**src/rtl/cyc_seq_pkg.sv**
```systemverilog
package cyc_seq_pkg;
  localparam int unsigned NUM_PHASES  = 4;
  localparam int unsigned FETCH_PHASE = 0;
  localparam int unsigned LAST_PHASE  = NUM_PHASES - 1;
  typedef logic [NUM_PHASES-1:0] phase_vec_t;
endpackage

```
**src/rtl/phase_ring.sv**
```systemverilog
module phase_ring #(
  parameter int unsigned N = cyc_seq_pkg::NUM_PHASES
) (
  input  logic         clk,
  input  logic         rst_n,
  output logic [N-1:0] ph
);
  logic [N-1:0] ph_q;

  // One flop per phase; each takes the value of its predecessor.
  for (genvar i = 0; i < N; i++) begin : g_stage
    localparam int unsigned PREV = (i == 0) ? N - 1 : i - 1;
    localparam logic RST_VAL = (i == 0) ? 1'b1 : 1'b0;
    always_ff @(posedge clk) begin
      if (!rst_n) ph_q[i] <= RST_VAL;
      else        ph_q[i] <= ph_q[PREV];
    end
  end

  assign ph = ph_q;

  assert_onehot_R1: assert property (@(posedge clk) disable iff (!rst_n)
    $countones(ph_q) == 1);
endmodule

```
**src/rtl/slot_tracker.sv**
```systemverilog
module slot_tracker (
  input  logic clk,
  input  logic rst_n,
  input  logic cycle_end,
  input  logic redirect_req,
  output logic exec_valid
);
  logic ev_q;

  // The slot for the next cycle is settled at the last phase.
  // A redirect from an executing cycle turns the prefetched slot into a dummy.
  // A dummy or empty slot is always followed by a real one.
  always_ff @(posedge clk) begin
    if (!rst_n)         ev_q <= 1'b0;
    else if (cycle_end) ev_q <= !(redirect_req && ev_q);
  end

  assign exec_valid = ev_q;

  assert_hold_mid_cycle_R4: assert property (@(posedge clk) disable iff (!rst_n)
    !cycle_end |=> $stable(ev_q));
  assert_flush_one_cycle_R5: assert property (@(posedge clk) disable iff (!rst_n)
    cycle_end && redirect_req && ev_q |=> !ev_q);
  assert_dummy_recovers_R7: assert property (@(posedge clk) disable iff (!rst_n)
    cycle_end && !ev_q |=> ev_q);
endmodule

```
**src/rtl/phase_pin_gen.sv**
```systemverilog
module phase_pin_gen (
  input  logic clk,
  input  logic rst_n,
  input  logic cycle_end,
  input  logic pin_en,
  output logic pin
);
  logic pin_q;

  // Registered so the pad sees a clean flop output; it loads on the edge into T1.
  always_ff @(posedge clk) begin
    if (!rst_n) pin_q <= 1'b0;
    else        pin_q <= cycle_end && pin_en;
  end

  assign pin = pin_q;

  assert_pin_only_first_R8: assert property (@(posedge clk) disable iff (!rst_n)
    !cycle_end |=> !pin_q);
  assert_pin_disabled_R9: assert property (@(posedge clk) disable iff (!rst_n)
    cycle_end && !pin_en |=> !pin_q);
endmodule

```
**src/rtl/cycle_sequencer.sv**
```systemverilog
module cycle_sequencer
  import cyc_seq_pkg::*;
(
  input  logic                  clk,
  input  logic                  rst_n,
  input  logic                  redirect_req,
  input  logic                  phase_pin_en,
  output logic [NUM_PHASES-1:0] phase_o,
  output logic                  fetch_stb,
  output logic                  exec_valid,
  output logic                  t1_pin
);
  phase_vec_t ph;
  logic       last_ph;

  phase_ring #(.N(NUM_PHASES)) u_ring (
    .clk   (clk),
    .rst_n (rst_n),
    .ph    (ph)
  );

  assign last_ph   = ph[LAST_PHASE];
  assign phase_o   = ph;
  assign fetch_stb = ph[FETCH_PHASE];

  slot_tracker u_slot (
    .clk          (clk),
    .rst_n        (rst_n),
    .cycle_end    (last_ph),
    .redirect_req (redirect_req),
    .exec_valid   (exec_valid)
  );

  phase_pin_gen u_pin (
    .clk       (clk),
    .rst_n     (rst_n),
    .cycle_end (last_ph),
    .pin_en    (phase_pin_en),
    .pin       (t1_pin)
  );

  assert_wrap_R1: assert property (@(posedge clk) disable iff (!rst_n)
    phase_o[LAST_PHASE] |=> phase_o[FETCH_PHASE]);
  assert_fetch_after_last_R3: assert property (@(posedge clk) disable iff (!rst_n)
    $rose(fetch_stb) |-> $past(phase_o[LAST_PHASE]));
  assert_pin_in_fetch_R8: assert property (@(posedge clk) disable iff (!rst_n)
    t1_pin |-> fetch_stb);
endmodule

```
**config.mk**
```make
export PLATFORM = sky130hd
export DESIGN_NAME = cycle_sequencer
export DESIGN_NICKNAME = d
export VERILOG_FILES = /design/src/rtl/cyc_seq_pkg.sv /design/src/rtl/phase_ring.sv /design/src/rtl/slot_tracker.sv /design/src/rtl/phase_pin_gen.sv /design/src/rtl/cycle_sequencer.sv
export SDC_FILE = /design/constraint.sdc
export NUM_CORES = 1
export LEC_CHECK = 0
export BUFFER_PORTS_ARGS = -buffer_cell sky130_fd_sc_hd__clkbuf_2
export CAP_MARGIN = 20
export CORE_AREA = 2 2 39 41
export DETAILED_ROUTE_END_ITERATION = 12
export DIE_AREA = 0 0 41 43
export PLACE_DENSITY_LB_ADDON = 0.08
export SLEW_MARGIN = 20
export SYNTH_ARGS = -nofsm -noshare
export SYNTH_HDL_FRONTEND = slang
export SYNTH_SLANG_ARGS = --single-unit
```
**constraint.sdc**
```tcl
create_clock -name clk -period 0.9 [get_ports clk]
set_input_delay 0.225 -clock clk [delete_from_list [all_inputs] [get_ports clk]]
set_output_delay 0.225 -clock clk [all_outputs]
set_load 0.05 [all_outputs]
```
==> results.py, run 1 <==
metrics = {
    "hold_path": {
        "hold_class": "in -> reg",
    },
    "worst_setup_path": {
        "path_max_fanout": 3,
        "critPathSlowestCell": "dfxtp_4",
        "worstPathCellList": "buf_8",
        "endpoint_kind": "output port",
        "crit_arrival_ns": 0.75,
        "cp.buffers_inverters": 1,
        "required_ns": 0.67,
        "start_kind": "flop",
        "cp_slowest_stage_delay_ns": 0.36,
        "critPathKind": "reg -> out",
        "cpLargestDelayFamily": "flip-flops",
    },
    "floorplan": {
        "core_um2": 1380,
        "die-area_um2": 1760,
        "start_util": 0.132,
        "ios": 11,
        "die_h_um": 43,
        "die_x_um": 41,
        "row_count": 14,
    },
    "drt": {
        "firstDrtPassIters": 1,
        "top_layer": "met3",
        "route.met3.wl_um": 33,
        "drt-vias-per-instance": 3.38,
        "met1Wirelength_um": 145,
        "wl_um": 400,
        "drc_errors": 0,
        "drt_iter0_markers": 0,
        "dr_total_vias": 152,
        "ant_nets": 0,
        "post_drt_wl_per_cell_um": 8.89,
        "met2WireLength_um": 222,
    },
    "global_routing": {
        "grt_usage": 0.0623,
        "antenna_found_initial": 0,
        "grt_pass1_wl_um": 641,
        "grt_max_degree": 7,
        "grt_overflow": 0,
        "grt_pass1_vias": 174,
    },
    "synth": {
        "synth_nets": 19,
        "syn_inst": 15,
        "yosys_warnings": 0,
        "syn_area_per_cell_um2": 12.2,
        "synth.cell_area_um2": 183,
        "synth_seq_area_share": 0.658,
        "yosysUniqueCellTypes": 7,
        "synth_top_cell_area_share": 0.658,
        "ys_ff_latch": 6,
        "ys_top_cells_by_area": "dfxtp_1 66%, and2_2 12%, buf_4 8.2%",
        "yosysTopAreaCell": "dfxtp_1",
    },
    "placed_design": {
        "place_inst": 39,
        "portBuffers": 10,
        "gp_congestion": 0.578,
        "placed_cell_area_um2": 255,
    },
    "sta": {
        "tightestPinTransition_ns": 0.117,
        "relSlewSlack": 0.921,
        "max_freq_mhz": 1030,
        "fin_skew_ns": 0.00278,
        "fin_crit_ns": 0.970,
        "fin_ws_ns": -0.0704,
        "slew_viol_final": 0,
        "hold_slack_ns": 0.172,
        "rsz0062_at_grt": "true",
        "setup_viol": 7,
        "tns_ns": -0.336,
        "hold_viol": 0,
        "min_period_over_period": 1.08,
    },
    "finish": {
        "fillers": 150,
        "final_nets": 35,
        "finalInstanceArea_um2": 370,
        "fin_cells": 45,
        "n_antenna_cell": 0,
        "syn_to_final_growth_pct": 103,
        "layout-drive-gt1-share": 0.897,
    },
    "pwr": {
        "clockPowerShare": 0.375,
        "p_sw_mw": 0.165,
        "p_per_area_nw_per_um2": 1750,
        "pwr-share-comb": 0.180,
        "internal_power_mw": 0.481,
        "ir_drop_mv": 0.458,
        "leakagePower_nw": 0.169,
        "pwr-share-seq": 0.445,
        "sw_frac_of_total": 0.256,
    },
    "run": {
        "cap_viol_max_count": 0,
    },
    "clocking": {
        "clockBufferDepth": 2,
        "cts_tree": "built",
        "cts_made_buffers": 3,
        "clkSinkCount": 6,
        "htreeDepth": 1,
        "clk_latency_ns": 0.24,
        "clkTransAtPathRegs_ns": 0.05,
        "cts_root_buf": "clkbuf_4",
    },
    "run_status": {
        "status": "finished with violations",
        "violations": "setup timing",
    },
}
## path summary, 6_finish.rpt
path | start | endpoint | slack (ns) | depth (start not counted)
min | redirect_req | u_slot.exec_valid$_SDFFE_PN0P_ | 0.17 | 2
max reg2reg | u_ring.ph[3]$_SDFF_PN0_ | u_slot.exec_valid$_SDFFE_PN0P_ | 0.13 | 3
min reg2reg | u_ring.ph[1]$_SDFF_PN0_ | u_ring.ph[2]$_SDFF_PN0_ | 0.49 | 1
max | u_ring.ph[0]$_SDFF_PN1_ | fetch_stb | -0.07 | 1
## cells by family (layout without fill, tap and decap cells)
group	Yosys count	in the layout	synth area share
AND/OR/NAND/NOR	5	5	0.199
AO/OA/AOI/OAI	2	2	0.0616
buffers and inverters	2	16	0.0822
flip-flops	6	6	0.658
## power by group through the flow
stage                     clock network [mW]  logic, mW  registers [mW]
after detailed placement                   0     0.0850           0.291
after CTS                              0.263      0.107           0.286
after global placement                     0     0.0851           0.291
final                                  0.242      0.117           0.287
after global routing                   0.283      0.122           0.288
after floorplan                            0     0.0289           0.324
## state kept, by name, summed over array words and instances, names as in the netlist
signal	cells
u_pin.pin	1
u_slot.exec_valid	1
u_ring.ph	4
## layer usage
metal  up-vias  GRT usage
met3         0     0.0366
met4         0     0.0800
met2         5     0.0813
met5         -          0
met1        72     0.0548
li1         75          -
## repair_timing
action	4_1_cts	5_1_grt
cloned	0	0
hold buffers	0	0
pin swaps	0	0
gates resized for setup	17	7
setup endpoints to repair	7	7
setup buffers	1	2
## through the flow
step | power, mW | utilization | worst slack (ns)
2_1_floorplan | 0.353 | - | -0.0498
4_1_cts | 0.657 | 0.250 | -0.102
5_1_grt | 0.692 | 0.268 | -0.100
3_5_place_dp | 0.376 | 0.184 | 0.0789
3_3_place_gp | 0.376 | 0.184 | 0.0818
6_report | 0.646 | 0.268 | -0.0704
## synth_stat cells
| master | instances |
|---|---|
| o21ai_1 | 1 |
| and2_2 | 3 |
| buf_4 | 2 |
| and3_2 | 1 |
| dfxtp_1 | 6 |
| nand2b_1 | 1 |
| a31oi_1 | 1 |
## cell usage in the layout (no fill, tap or decap), types with 2 or more instances in the layout
master    count
clkbuf_4      3
buf_4         3
clkbuf_2      3
buf_8         6
and2_2        3
dfxtp_4       2
dfxtp_2       4
## layout make-up
class | count | area, um^2 | share of cell area
repair buffers | 13 | 148 | 0.399
well taps | 16 | 20.0 | 0.0541
flip-flops and latches | 6 | 133 | 0.358
clock buffers | 3 | 22.5 | 0.0608
multi-input cells | 7 | 47.5 | 0.128
(Power assumes the default switching activity.)
==> run 2, diff against run 1 <==
--- a/config.mk
+++ b/config.mk
@@ -8,3 +8,2 @@
 export BUFFER_PORTS_ARGS = -buffer_cell sky130_fd_sc_hd__clkbuf_2
-export CAP_MARGIN = 20
 export CORE_AREA = 2 2 39 41
--- a/constraint.sdc
+++ b/constraint.sdc
@@ -3,2 +3,2 @@
 set_output_delay 0.225 -clock clk [all_outputs]
-set_load 0.05 [all_outputs]
+set_load 0.005 [all_outputs]
==> results.py, run 2 (synthesized netlist as in run 1, its figures left out) <==
metrics = {
    "run_status": {
        "status": "finished, final reports clean",
    },
    "global_routing": {
        "antenna_found_initial": 0,
        "grt_pass1_vias": 137,
        "grt_max_degree": 7,
        "grt_overflow": 0,
        "grt_pass1_wl_um": 538,
        "grt_usage": 0.0533,
    },
    "worst_setup_path": {
        "worstPathCellList": "clkbuf_2",
        "endpoint_kind": "output port",
        "crit_arrival_ns": 0.67,
        "cpLargestDelayFamily": "flip-flops",
        "path_max_fanout": 3,
        "critPathKind": "reg -> out",
        "required_ns": 0.67,
        "r2r_end": "u_slot.exec_valid$_SDFFE_PN0P_",
        "start_kind": "flop",
        "critPathSlowestCell": "dfxtp_2",
        "crit_end": "fetch_stb",
        "path_depth": 1,
        "critPathLaunch": "u_ring.ph[0]$_SDFF_PN1_",
        "cp_slowest_stage_delay_ns": 0.33,
        "cp.buffers_inverters": 1,
        "r2r-start": "u_slot.exec_valid$_SDFFE_PN0P_",
        "reg2regPathDepth": 3,
        "reg2reg_slack_ns": 0.18,
    },
    "finish": {
        "fin_cells": 44,
        "n_antenna_cell": 0,
        "final_common_cell": "clkbuf_2",
        "utilization": 0.203,
        "syn_to_final_growth_pct": 54.1,
        "largest_reg_flops": 4,
        "final_nets": 34,
        "layout-drive-gt1-share": 0.857,
        "layout_common_cells": "10 x clkbuf_2, 5 x dfxtp_2, 3 x and2_2, 3 x clkbuf_4, 2 x buf_4",
    },
    "floorplan": {
        "core_um2": 1380,
        "die_x_um": 41,
        "die_h_um": 43,
        "ios": 11,
        "die-area_um2": 1760,
        "start_util": 0.132,
        "row_count": 14,
    },
    "sta": {
        "min_period_over_period": 0.999,
        "rsz0062_at_grt": "true",
        "hold_viol": 0,
        "fin_skew_ns": 0.00258,
        "slew_viol_final": 0,
        "setup_viol": 0,
        "fin_crit_ns": 0.899,
        "relSlewSlack": 0.917,
        "tightestPinTransition_ns": 0.124,
        "max_freq_mhz": 1110,
    },
    "clocking": {
        "cts_tree": "built",
        "htreeDepth": 1,
        "clockBufferDepth": 2,
        "clk_latency_ns": 0.24,
        "cts_root_buf": "clkbuf_4",
        "clkSinkCount": 6,
        "clkTransAtPathRegs_ns": 0.05,
        "cts_made_buffers": 3,
    },
    "pwr": {
        "leakagePower_nw": 0.141,
        "ir_drop_mv": 0.605,
        "p_per_area_nw_per_um2": 2020,
    },
    "placed_design": {
        "gp_congestion": 0.580,
        "place_inst": 39,
        "portBuffers": 10,
    },
    "run": {
        "cap_viol_max_count": 0,
    },
    "drt": {
        "drt_iter0_markers": 3,
        "wl_um": 355,
        "firstDrtPassIters": 2,
        "ant_nets": 0,
        "post_drt_wl_per_cell_um": 8.07,
        "dr_total_vias": 144,
        "drt-vias-per-instance": 3.27,
        "drc_errors": 0,
    },
    "hold_path": {
        "hp-start": "redirect_req",
        "whs_path_depth": 2,
        "hold_class": "in -> reg",
    },
}
run 2: cell count changes in the layout (fill, tap and decap cells not counted), sizes merged:
cell,delta
buf,-8
clkbuf,+7
run 2: per-layer routing:
| layer | up-vias | GRT usage | part of all wire |
|---|---|---|---|
| met5 | - | 0 | 0 |
| met4 | 0 | 0.0800 | 0 |
| met3 | 0 | 0.0314 | 0.12 |
| met2 | 6 | 0.0500 | 0.45 |
| met1 | 63 | 0.0613 | 0.44 |
| li1 | 75 | - | - |
run 2: where the power goes:
group / total [mW] / switching [mW] / internal, mW
Clock: 0.246 / 0.0951 / 0.151
Sequential: 0.285 / 0.00525 / 0.280
Combinational: 0.0373 / 0.0143 / 0.0230
run 2: timing repair:
action	CTS	global route
gates cloned	0	0
resized for setup	5	0
hold buffers	0	0
endpoints found under the setup margin	6	6
setup buffers	2	0
run 2: layout make-up:
class                           count  area (um^2)
Timing Repair Buffer               12         65.1
Clock buffer                        3         22.5
Multi-Input combinational cell      7         47.5
Tap cell                           16         20.0
Sequential cell                     6          126
Fill cell                         158         1100
run 2: worst min path at each step:
stage,end,slack (ns)
2_1_floorplan,u_ring.ph[0]$_SDFF_PN1_,0.30
3_3_place_gp,u_slot.exec_valid$_SDFFE_PN0P_,0.44
3_5_place_dp,u_slot.exec_valid$_SDFFE_PN0P_,0.44
4_1_cts,u_slot.exec_valid$_SDFFE_PN0P_,0.17
5_1_grt,u_slot.exec_valid$_SDFFE_PN0P_,0.18
6_report,u_slot.exec_valid$_SDFFE_PN0P_,0.18
run 2: stage by stage:
stage / setup WS [ns] / cell area, um^2 / power [mW] / hold WS, ns / setup TNS [ns]
floorplan: 0.219 / 183 / 0.304 / 0.298 / 0
global placement: 0.193 / 238 / 0.323 / 0.437 / 0
detailed placement: 0.175 / 238 / 0.322 / 0.440 / 0
CTS: -0.0150 / 282 / 0.583 / 0.174 / -0.0292
global route: -0.0213 / 282 / 0.606 / 0.184 / -0.114
finish: 0.00130 / 282 / 0.568 / 0.179 / 0
==> run 3, diff against run 2 <==
Settings changed: GPL_TIMING_DRIVEN set to 0.
==> results.py, run 3 (synthesized netlist as in run 1, its figures left out) <==
metrics = {
    "clocking": {
        "cts_root_buf": "clkbuf_4",
        "clkTransAtPathRegs_ns": 0.04,
        "clockBufferDepth": 2,
        "cts_made_buffers": 3,
        "ctsHoldBuffers": 0,
        "clkSinkCount": 6,
        "htreeDepth": 1,
        "clk_latency_ns": 0.24,
        "cts_tree": "built",
    },
    "finish": {
        "multi_input_area_um2": 47.5,
        "n_antenna_cell": 0,
        "layout_common_cells": "10 x clkbuf_2, 5 x dfxtp_2, 3 x and2_2, 3 x clkbuf_4, 2 x buf_4",
        "seq_area_um2": 126,
        "largest_reg_flops": 4,
        "layout-drive-gt1-share": 0.862,
        "final_common_cell": "clkbuf_2",
        "final_nets": 35,
        "syn_to_final_growth_pct": 60.3,
        "fillers": 156,
    },
    "drt": {
        "post_drt_wl_per_cell_um": 8.13,
        "drc_errors": 0,
        "ant_nets": 0,
        "drt-vias-per-instance": 3.42,
        "firstDrtPassIters": 1,
        "drt_iter0_markers": 0,
        "wl_um": 366,
        "dr_total_vias": 154,
    },
    "run_status": {
        "status": "finished with violations",
        "violations": "setup timing",
    },
    "worst_setup_path": {
        "required_ns": 0.67,
        "cp_slowest_stage_delay_ns": 0.32,
        "critPathSlowestCell": "dfxtp_2",
        "worstPathCellList": "buf_6 -> clkbuf_2",
        "start_kind": "flop",
        "critPathKind": "reg -> out",
        "crit_arrival_ns": 0.76,
        "path_max_fanout": 3,
        "endpoint_kind": "output port",
    },
    "pwr": {
        "p_per_area_nw_per_um2": 1950,
        "totalPowerFinal_mw": 0.571,
        "leakagePower_nw": 0.147,
        "ir_drop_mv": 0.971,
    },
    "global_routing": {
        "grt_overflow": 0,
        "grt_pass1_vias": 170,
        "grt_usage": 0.0633,
        "grt_max_degree": 7,
        "grt_pass1_wl_um": 648,
        "antenna_found_initial": 0,
    },
    "placed_design": {
        "gp_congestion": 0.588,
        "portBuffers": 10,
    },
    "floorplan": {
        "die_x_um": 41,
        "ios": 11,
        "die-area_um2": 1760,
        "core_um2": 1380,
        "die_h_um": 43,
        "start_util": 0.132,
        "row_count": 14,
    },
    "sta": {
        "slew_viol_final": 0,
        "fin_ws_ns": -0.0865,
        "min_period_over_period": 1.10,
        "hold_slack_ns": 0.167,
        "max_freq_mhz": 1010,
        "rsz0062_at_grt": "true",
        "hold_viol": 0,
        "fin_skew_ns": 0.00242,
        "relSlewSlack": 0.925,
        "setup_viol": 2,
        "tightestPinTransition_ns": 0.112,
        "fin_crit_ns": 0.987,
    },
    "hold_path": {
        "hold_class": "in -> reg",
    },
    "run": {
        "cap_viol_max_count": 0,
    },
}
[run 3: cell count changes in the layout (fill, tap and decap cells not counted)]
cell / delta
buf_6: +1
[run 3: through the flow]
stage | util | worst slack (ns) | std cells | setup TNS [ns] | instance area, um^2
5_1_grt | 0.212 | -0.127 | 45 | -0.252 | 293
4_1_cts | 0.211 | -0.0983 | 45 | -0.120 | 292
3_5_place_dp | 0.183 | 0.0761 | 41 | 0 | 253
2_1_floorplan | - | 0.219 | 15 | 0 | 183
6_report | 0.212 | -0.0865 | 45 | -0.0938 | 293
3_3_place_gp | 0.183 | 0.0728 | 41 | 0 | 253
[run 3: area by class of cell]
cell class	count	share of cell area
Buffer	1	0.0385
Clock buffer	3	0.0769
Multi-Input combinational cell	7	0.162
Sequential cell	6	0.432
Tap cell	16	0.0684
Timing Repair Buffer	12	0.222
[run 3: final timing paths]
path                                       start                             end  cells past startpoint  slack, ns
setup / recovery         u_ring.ph[0]$_SDFF_PN1_                      phase_o[0]                      2      -0.09
hold / removal                      redirect_req  u_slot.exec_valid$_SDFFE_PN0P_                      2       0.17
setup reg to reg  u_slot.exec_valid$_SDFFE_PN0P_  u_slot.exec_valid$_SDFFE_PN0P_                      3       0.18
hold reg to reg          u_ring.ph[1]$_SDFF_PN0_         u_ring.ph[2]$_SDFF_PN0_                      1       0.46
[run 3: worst max-delay path, delay by kind of cell, from the launching register on]
kind                   cells  cell delay, ns
buffers and inverters      2            0.20
flip-flops                 1            0.32
[run 3: per-layer routing]
metal	share of wire	wire [um]	vias up	track usage
met5	0	0	-	0
met4	0	0	0	0.0400
met3	0.13	46	0	0.0785
met2	0.44	162	8	0.0781
met1	0.43	157	70	0.0547
li1	-	-	76	-
[run 3: what timing repair did]
action	4_1_cts	5_1_grt
endpoints found under the setup margin	5	6
endpoints found under the hold margin	0	0
gates resized for setup	5	1
setup buffers	2	0
[run 3: power breakdown]
part / switching (mW) / internal [mW] / total (mW)
registers: 0.00573 / 0.280 / 0.286
clock network: 0.0913 / 0.150 / 0.242
logic: 0.0152 / 0.0278 / 0.0430
